===== src/rtl/thermo_pkg.sv =====
package thermo_pkg;

   localparam int QCODE_W = 2;

   typedef enum logic {
      WATCH_HIGH = 1'b0,
      WATCH_LOW  = 1'b1
   } watch_e;

   // Number of consecutive qualifying samples needed for a queue code.
   function automatic int unsigned fault_need(input logic [QCODE_W-1:0] code);
      int unsigned n;
      case (code)
         2'd0:    n = 1;
         2'd1:    n = 2;
         2'd2:    n = 4;
         default: n = 6;
      endcase
      return n;
   endfunction

endpackage


===== src/rtl/thermo_cmp.sv =====
module thermo_cmp #(
   parameter int TEMP_W = 9,
   parameter int REG_W  = 16
) (
   input  logic [TEMP_W-1:0] smp,
   input  logic [REG_W-1:0]  hi_reg,
   input  logic [REG_W-1:0]  lo_reg,
   output logic              above_hi,
   output logic              below_lo
);

   initial begin
      assert (REG_W >= TEMP_W) else $fatal(1, "threshold register narrower than sample");
      assert (TEMP_W >= 2) else $fatal(1, "sample too narrow");
   end

   logic signed [TEMP_W-1:0] hi_s;
   logic signed [TEMP_W-1:0] lo_s;

   generate
      if (REG_W == TEMP_W) begin : g_full
         assign hi_s = $signed(hi_reg);
         assign lo_s = $signed(lo_reg);
      end else begin : g_slice
         assign hi_s = $signed(hi_reg[REG_W-1 -: TEMP_W]);
         assign lo_s = $signed(lo_reg[REG_W-1 -: TEMP_W]);
      end
   endgenerate

   assign above_hi = $signed(smp) > hi_s;
   assign below_lo = $signed(smp) < lo_s;

endmodule


===== src/rtl/thermo_fq.sv =====
module thermo_fq #(
   parameter int CNT_W = 3
) (
   input  logic             clk,
   input  logic             rst_n,
   input  logic             step,
   input  logic             hit,
   input  logic             hold,
   input  logic [CNT_W-1:0] need,
   output logic             fire
);

   logic [CNT_W-1:0] cnt;
   logic [CNT_W:0]   cnt_inc;

   assign cnt_inc = {1'b0, cnt} + {{CNT_W{1'b0}}, 1'b1};
   assign fire    = step && hit && !hold && (cnt_inc >= {1'b0, need});

   always_ff @(posedge clk or negedge rst_n) begin
      if (!rst_n) begin
         cnt <= '0;
      end else if (hold) begin
         cnt <= '0;
      end else if (step) begin
         if (!hit || fire) cnt <= '0;
         else              cnt <= cnt_inc[CNT_W-1:0];
      end
   end

   // a failing sample restarts the run
   assert_count_restart_R4: assert property (@(posedge clk) disable iff (!rst_n)
      (step && !hit) |=> (cnt == '0));

   // a completed run starts the next one from zero
   assert_fire_rewinds_R2: assert property (@(posedge clk) disable iff (!rst_n)
      fire |=> (cnt == '0));

endmodule


===== src/rtl/thermo_state.sv =====
module thermo_state
   import thermo_pkg::*;
(
   input  logic   clk,
   input  logic   rst_n,
   input  logic   intr,
   input  logic   sleep,
   input  logic   rd,
   input  logic   fire,
   output logic   alarm,
   output logic   hold,
   output watch_e watch
);

   logic arm_hi;
   logic sleep_q;
   logic clr;

   assign hold  = intr && alarm;
   assign clr   = hold && (rd || (sleep && !sleep_q));
   assign watch = intr ? (arm_hi ? WATCH_HIGH : WATCH_LOW)
                       : (alarm  ? WATCH_LOW  : WATCH_HIGH);

   always_ff @(posedge clk or negedge rst_n) begin
      if (!rst_n) begin
         alarm   <= 1'b0;
         arm_hi  <= 1'b1;
         sleep_q <= 1'b0;
      end else begin
         sleep_q <= sleep;
         if (clr) begin
            alarm  <= 1'b0;
            arm_hi <= !arm_hi;
         end else if (fire) begin
            alarm  <= intr ? 1'b1 : !alarm;
         end
      end
   end

   // the alarm only rises on a completed fault run
   assert_rise_needs_fire_R2: assert property (@(posedge clk) disable iff (!rst_n)
      $rose(alarm) |-> $past(fire));

   // a latched interrupt only falls after a read or shutdown entry
   assert_intr_latch_R5: assert property (@(posedge clk) disable iff (!rst_n)
      (intr && $past(intr) && $fell(alarm)) |-> $past(rd || (sleep && !sleep_q)));

   // arming only flips together with a clear
   assert_arm_flip_R6: assert property (@(posedge clk) disable iff (!rst_n)
      (intr && $past(intr) && !$stable(arm_hi)) |-> $fell(alarm));

   // comparator mode ignores shutdown entry
   assert_cmp_sleep_R7: assert property (@(posedge clk) disable iff (!rst_n)
      (!intr && $past(!intr) && !$past(fire)) |-> $stable(alarm));

endmodule


===== src/rtl/thermo_alarm.sv =====
module thermo_alarm
   import thermo_pkg::*;
#(
   parameter int TEMP_W    = 9,
   parameter int REG_W     = 16,
   parameter int QUEUE_MAX = 6
) (
   input  logic              clk,
   input  logic              rst_n,
   input  logic              smp_vld,
   input  logic [TEMP_W-1:0] smp_temp,
   input  logic [REG_W-1:0]  thr_hi,
   input  logic [REG_W-1:0]  thr_lo,
   input  logic [1:0]        cfg_queue,
   input  logic              cfg_pol,
   input  logic              cfg_intr,
   input  logic              cfg_sleep,
   input  logic              reg_rd,
   output logic              alarm_pin
);

   localparam int CNT_W = $clog2(QUEUE_MAX + 1);

   initial begin
      assert (QUEUE_MAX == int'(fault_need(2'd3))) else $fatal(1, "queue depth mismatch");
   end

   logic             above_hi;
   logic             below_lo;
   logic             hit;
   logic             fire;
   logic             alarm;
   logic             hold;
   watch_e           watch;
   logic [CNT_W-1:0] need;

   assign need = CNT_W'(fault_need(cfg_queue));
   assign hit  = (watch == WATCH_HIGH) ? above_hi : below_lo;

   thermo_cmp #(.TEMP_W(TEMP_W), .REG_W(REG_W)) u_cmp (
      .smp      (smp_temp),
      .hi_reg   (thr_hi),
      .lo_reg   (thr_lo),
      .above_hi (above_hi),
      .below_lo (below_lo)
   );

   thermo_fq #(.CNT_W(CNT_W)) u_fq (
      .clk   (clk),
      .rst_n (rst_n),
      .step  (smp_vld),
      .hit   (hit),
      .hold  (hold),
      .need  (need),
      .fire  (fire)
   );

   thermo_state u_state (
      .clk   (clk),
      .rst_n (rst_n),
      .intr  (cfg_intr),
      .sleep (cfg_sleep),
      .rd    (reg_rd),
      .fire  (fire),
      .alarm (alarm),
      .hold  (hold),
      .watch (watch)
   );

   assign alarm_pin = cfg_pol ? alarm : !alarm;

endmodule


===== config.mk =====
export PLATFORM = sky130hd
export DESIGN_NAME = thermo_alarm
export DESIGN_NICKNAME = d
export VERILOG_FILES = /design/src/rtl/thermo_pkg.sv /design/src/rtl/thermo_cmp.sv /design/src/rtl/thermo_fq.sv /design/src/rtl/thermo_state.sv /design/src/rtl/thermo_alarm.sv
export SDC_FILE = /design/constraint.sdc
export NUM_CORES = 1
export LEC_CHECK = 0
export BUFFER_PORTS_ARGS = -buffer_cell sky130_fd_sc_hd__buf_2
export CORE_MARGIN = 5
export CORE_UTILIZATION = 34
export CTS_BUF_LIST = sky130_fd_sc_hd__clkbuf_4
export CTS_CLUSTER_DIAMETER = 120
export DETAILED_ROUTE_END_ITERATION = 12
export GPL_TIMING_DRIVEN = 0
export PLACE_DENSITY = 0.65
export SLEW_MARGIN = 20
export SYNTH_ARGS = -nofsm -noshare
export SYNTH_HDL_FRONTEND = slang
export SYNTH_SLANG_ARGS = --single-unit

===== constraint.sdc =====
create_clock -name clk -period 2.7 [get_ports clk]
set_input_delay 0.135 -clock clk [delete_from_list [all_inputs] [get_ports clk]]
set_output_delay 0.135 -clock clk [all_outputs]
set_load 0.005 [all_outputs]

# Word level (Yosys, flattened, before mapping)
# Index checks and enable logic that the tools add are counted.
# classes
add_sub_neg	1
magnitude_cmp	3
n_reduce_logical	16
n_mux	12
n_eq_ne	2
# ops
op	n
9-bit greater-than comparator	1
9-bit < comparator	1
3-bit two-way mux	3
3-bit one-hot mux with 3 select lines	1
1-bit two-way mux	8
1-bit logical AND	6
1-bit logical NOT	5
3-bit by 1-bit adder with 4-bit output (second input constant)	1
4-bit by 3-bit greater-or-equal comparator with 1-bit output	1
2-bit nonzero test	2
2-bit by 1-bit == test with 1-bit output (second input constant)	1
2-bit == test (second input constant)	1
2-bit logical NOT	1
1-bit logical OR	2
# word_totals
output_inout_bits	1
elab_cells	38
inputBits	50
regBits	6

# Logic depth before layout (Yosys ltp)
# logic_depth
ltp_word	10
mapped_depth	8
ltp_nobuf	8

# Cells and area by module
# A second synthesis with hierarchy kept.
# hier_totals
cells_unflattened	104
hier_area_um2	848.3
# modules_own_cells
mod	n_inst	cells_per_inst	area_each_um2	seq_area_each_um2
thermo_cmp	1	61	441.7	0.0
thermo_fq	1	26	234.0	75.1
thermo_state	1	12	137.6	76.3
thermo_alarm	1	5	35.0	0.0

# Worst setup path after synthesis
# No wires, ideal clock.
# synth_path
path_type	reg2reg
start	register u_fq.cnt[0]
end	register u_state.alarm
slack_ns	0.887
arrival_ns	1.736
stages_incl_launch_ff	8
setup_ns	0.076
t_required_ns	2.624
synth_period_minus_slack_ns	1.813
path_cell_list	dfrtp_1 ha_1 xor2_1 ha_1 inv_1 o21ai_1 or4b_1 o21ai_1
# synth_via
elab_chain_len	4
# synth_lines
element	line	source
start, declared	thermo_fq.sv:13	logic [CNT_W-1:0] cnt;
start signal, assigned	thermo_fq.sv:26	else cnt <= cnt_inc[CNT_W-1:0];
3-bit by 1-bit adder with 4-bit output	thermo_fq.sv:16	assign cnt_inc = {1'b0, cnt} + {{CNT_W{1'b0}}, 1'b1};
4-bit by 3-bit greater-or-equal comparator with 1-bit output	thermo_fq.sv:17	assign fire = step && hit && !hold && (cnt_inc >= {1'b0, need});
1-bit logical AND	thermo_fq.sv:17	
2-bit nonzero test (no source line)	-	
end signal, assigned	thermo_state.sv:35	alarm <= intr ? 1'b1 : !alarm;
end, declared	thermo_state.sv:10	output logic alarm,
# No other way between the ends.
# A chain may end at the register's enable or synchronous reset.

# Worst setup path after layout
# Same ends and word-level chain as after synthesis.

==> results.json <==
{
  "power_density_nw_per_um2": 413,
  "postSynthAreaPerCell_um2": 8.71,
  "status": "complete, no violations",
  "hold_viol": 0,
  "slew_violations": 0,
  "drt_iter0_drc": 11,
  "worst_r2r_path_depth": 7,
  "clkSlewWorstSetupHoldPaths_ns": 0.05,
  "syn_inst": 97,
  "num_vias": 810,
  "grt_first_pass_wirelength_um": 2970,
  "n_antenna_cell": 0,
  "cts_buffers": 3,
  "core-area_um2": 2430,
  "ant_nets": 0,
  "cp_max_fo": 4,
  "fp-row-count": 18,
  "synth_nets": 168,
  "worstReg2RegStart": "u_fq.cnt[0]",
  "htree_levels": 1,
  "root_buffer": "clkbuf_4",
  "p_sw_share_pct": 35.2,
  "port_buffers": 36,
  "p_comb_share_pct": 47.4,
  "die_y_um": 59.8,
  "synth_seq_cells": 6,
  "synthesis.area_um2": 845,
  "antenna_found_initial": 0,
  "p_leak_nw": 0.638,
  "finalSetupViolations": 0,
  "io_pins": 51,
  "hold_path_depth": 3,
  "finalWirelength_um": 1750,
  "finalClockSkew_ns": 0.00523,
  "dieArea_um2": 3580,
  "p_int_mw": 0.298,
  "cts_setup_buffers": 0,
  "ys_types": 31,
  "cts_tree": "built",
  "tns_ns": 0,
  "synth_edf_count": 0,
  "synth_warnings": 0,
  "drc": 0,
  "dieWidth_um": 59.8,
  "clockPowerShare_pct": 21.2,
  "start_util_pct": 34.7,
  "num-fill-cells": 258,
  "grt_pass1_vias": 834,
  "grt_max_degree": 8,
  "pwr-share-seq_pct": 31.3,
  "syn2layout_area_growth_pct": 31.7,
  "hold_end": "u_state.arm_hi",
  "switching_power_mw": 0.162,
  "timing.hold.ws_ns": 0.212,
  "insertion_delay_ns": 0.24,
  "irDropWorstVdd_v": 0.000500,
  "gp_congestion": 0.760,
  "r2r_end": "u_state.alarm",
  "rsz0062_at_grt": "false",
  "cp.arrival_ns": 2.11,
  "first_pass_iters": 2,
  "min_path_type": "in -> reg",
  "yosysSeqAreaShare_pct": 17.9,
  "tightest_slew_ns": 0.586,
  "overflow": 0,
  "post-route-min-period_ns": 1.95,
  "async_reset_ff_share_pct": 100,
  "hold_start": "cfg_intr",
  "hpwl_um": 1620,
  "synth-main-ff-cell": "dfrtp_1",
  "fin_nets": 211,
  "ff2ff_setup_slack_ns": 0.75,
  "critPathCaptureType": "flip-flop",
  "grt_util_all_layers_pct": 10.4,
  "slew-limit-headroom_pct": 60.4,
  "cp-start-kind": "flip-flop",
  "min_period_over_period_pct": 72.3,
  "worstSetupPathType": "reg -> reg",
  "routedWlPerCell_um": 10.4,
  "drive_gt1_share_pct": 34.5,
  "clockBufferDepth": 2,
  "cap_violations": 0,
  "cts_sinks": 6,
  "fmax_ghz": 0.512,
  "viasPerCell": 4.79,
  "required_ns": 2.86
}
==> layer usage <==
layer / vias to the layer above / track usage, % / share of wire, %
li1: 434 / - / -
met1: 348 / 11.5 / 39
met2: 24 / 18.2 / 48
met3: 4 / 3.24 / 9.7
met4: 0 / 4.43 / 3.0
met5: - / 0 / 0
==> synth_stat cells (2+ instances only) <==
cell type,count,area (um2)
o21ai_0,2,10.0
nor2b_1,2,12.5
nand3_1,2,10.0
xnor2_1,2,17.5
a211oi_2,2,25.0
nand4_1,4,25.0
nand2_1,3,11.3
a21o_1,2,15.0
a31oi_1,2,12.5
a21oi_1,4,20.0
o21ai_1,3,15.0
inv_1,22,82.6
a22o_1,2,17.5
dfrtp_1,5,125
ha_1,21,263
nor2_1,4,15.0
==> final cells by class <==
| class | count | area [um2] | share of cell area (%) |
|---|---|---|---|
| inverters | 22 | 82.6 | 7.42 |
| clock buffers | 4 | 30.0 | 2.70 |
| multi-input cells | 69 | 611 | 54.9 |
| well taps | 30 | 37.5 | 3.37 |
| flip-flops and latches | 6 | 151 | 13.6 |
| repair buffers | 38 | 200 | 18.0 |
==> worst max path at each step <==
stage | to | depth (start not counted) | start
2_1_floorplan | u_state.alarm | 7 | u_fq.cnt[0]
3_3_place_gp | u_fq.cnt[0] | 8 | smp_temp[7]
3_5_place_dp | u_fq.cnt[0] | 8 | smp_temp[7]
4_1_cts | u_state.alarm | 7 | u_fq.cnt[0]
5_1_grt | u_state.alarm | 7 | u_fq.cnt[0]
6_report | u_state.alarm | 7 | u_fq.cnt[0]
==> critical path, stage by stage, from the launching register on <==
cell,delay [ns]
dfrtp_1,0.41
ha_1,0.22
xor2_1,0.16
ha_1,0.28
inv_1,0.03
o21ai_1,0.22
or4b_1,0.46
o21ai_1,0.10
==> what timing repair did <==
| item | in CTS | in global routing |
|---|---|---|
| gates resized for setup | 0 | 0 |
| hold buffers | 1 | 1 |
| hold endpoints to repair | 6 | 1 |
==> registers in the layout, indices dropped and copies added (netlist names) <==
name / cells
u_state.arm_hi: 1
u_state.sleep_q: 1
u_fq.cnt: 3
u_state.alarm: 1
==> power by group through the flow <==
stage	sequential, mW	combinational, mW	clock [mW]
after CTS	0.145	0.222	0.104
final	0.144	0.218	0.0977
after global placement	0.144	0.213	0
after floorplan	0.140	0.154	0
after detailed placement	0.146	0.220	0
after global routing	0.149	0.253	0.112
==> through the flow <==
| stage | setup WS [ns] | total power [mW] | util [%] | area (um2) | std cells |
|---|---|---|---|---|---|
| after floorplan | 0.887 | 0.295 | - | 845 | 97 |
| after global placement | 0.604 | 0.358 | 43.7 | 1060 | 163 |
| after detailed placement | 0.534 | 0.366 | 43.7 | 1060 | 163 |
| after CTS | 0.734 | 0.470 | 45.3 | 1100 | 168 |
| after global routing | 0.600 | 0.514 | 45.7 | 1110 | 169 |
| final | 0.747 | 0.460 | 45.7 | 1110 | 169 |
==> cells by family (layout without fill, tap and decap cells) <==
kind of cell	count (synthesis)	in the layout	synth area share [%]
adders and majority gates	21	21	31.1
DFF	6	6	17.9
AOI/OAI and AO/OA	23	23	21.2
buffers and inverters	22	64	9.78
xor gates and xnor gates	3	3	3.11
and+or+nand+nor	20	20	14.4
muxes	2	2	2.52
==> layout by cell type (no fill, tap or decap), types with 2 or more instances in the layout <==
| cell | n |
|---|---|
| a211oi_2 | 2 |
| a21o_1 | 2 |
| a21oi_1 | 4 |
| a22o_1 | 2 |
| a31oi_1 | 2 |
| buf_2 | 36 |
| clkbuf_4 | 4 |
| dfrtp_1 | 5 |
| dlygate4sd3_1 | 2 |
| ha_1 | 21 |
| inv_1 | 22 |
| nand2_1 | 3 |
| nand3_1 | 2 |
| nand4_1 | 4 |
| nor2_1 | 4 |
| nor2b_1 | 2 |
| o21ai_0 | 2 |
| o21ai_1 | 3 |
| xnor2_1 | 2 |
Power figures use the tool's default switching activity.
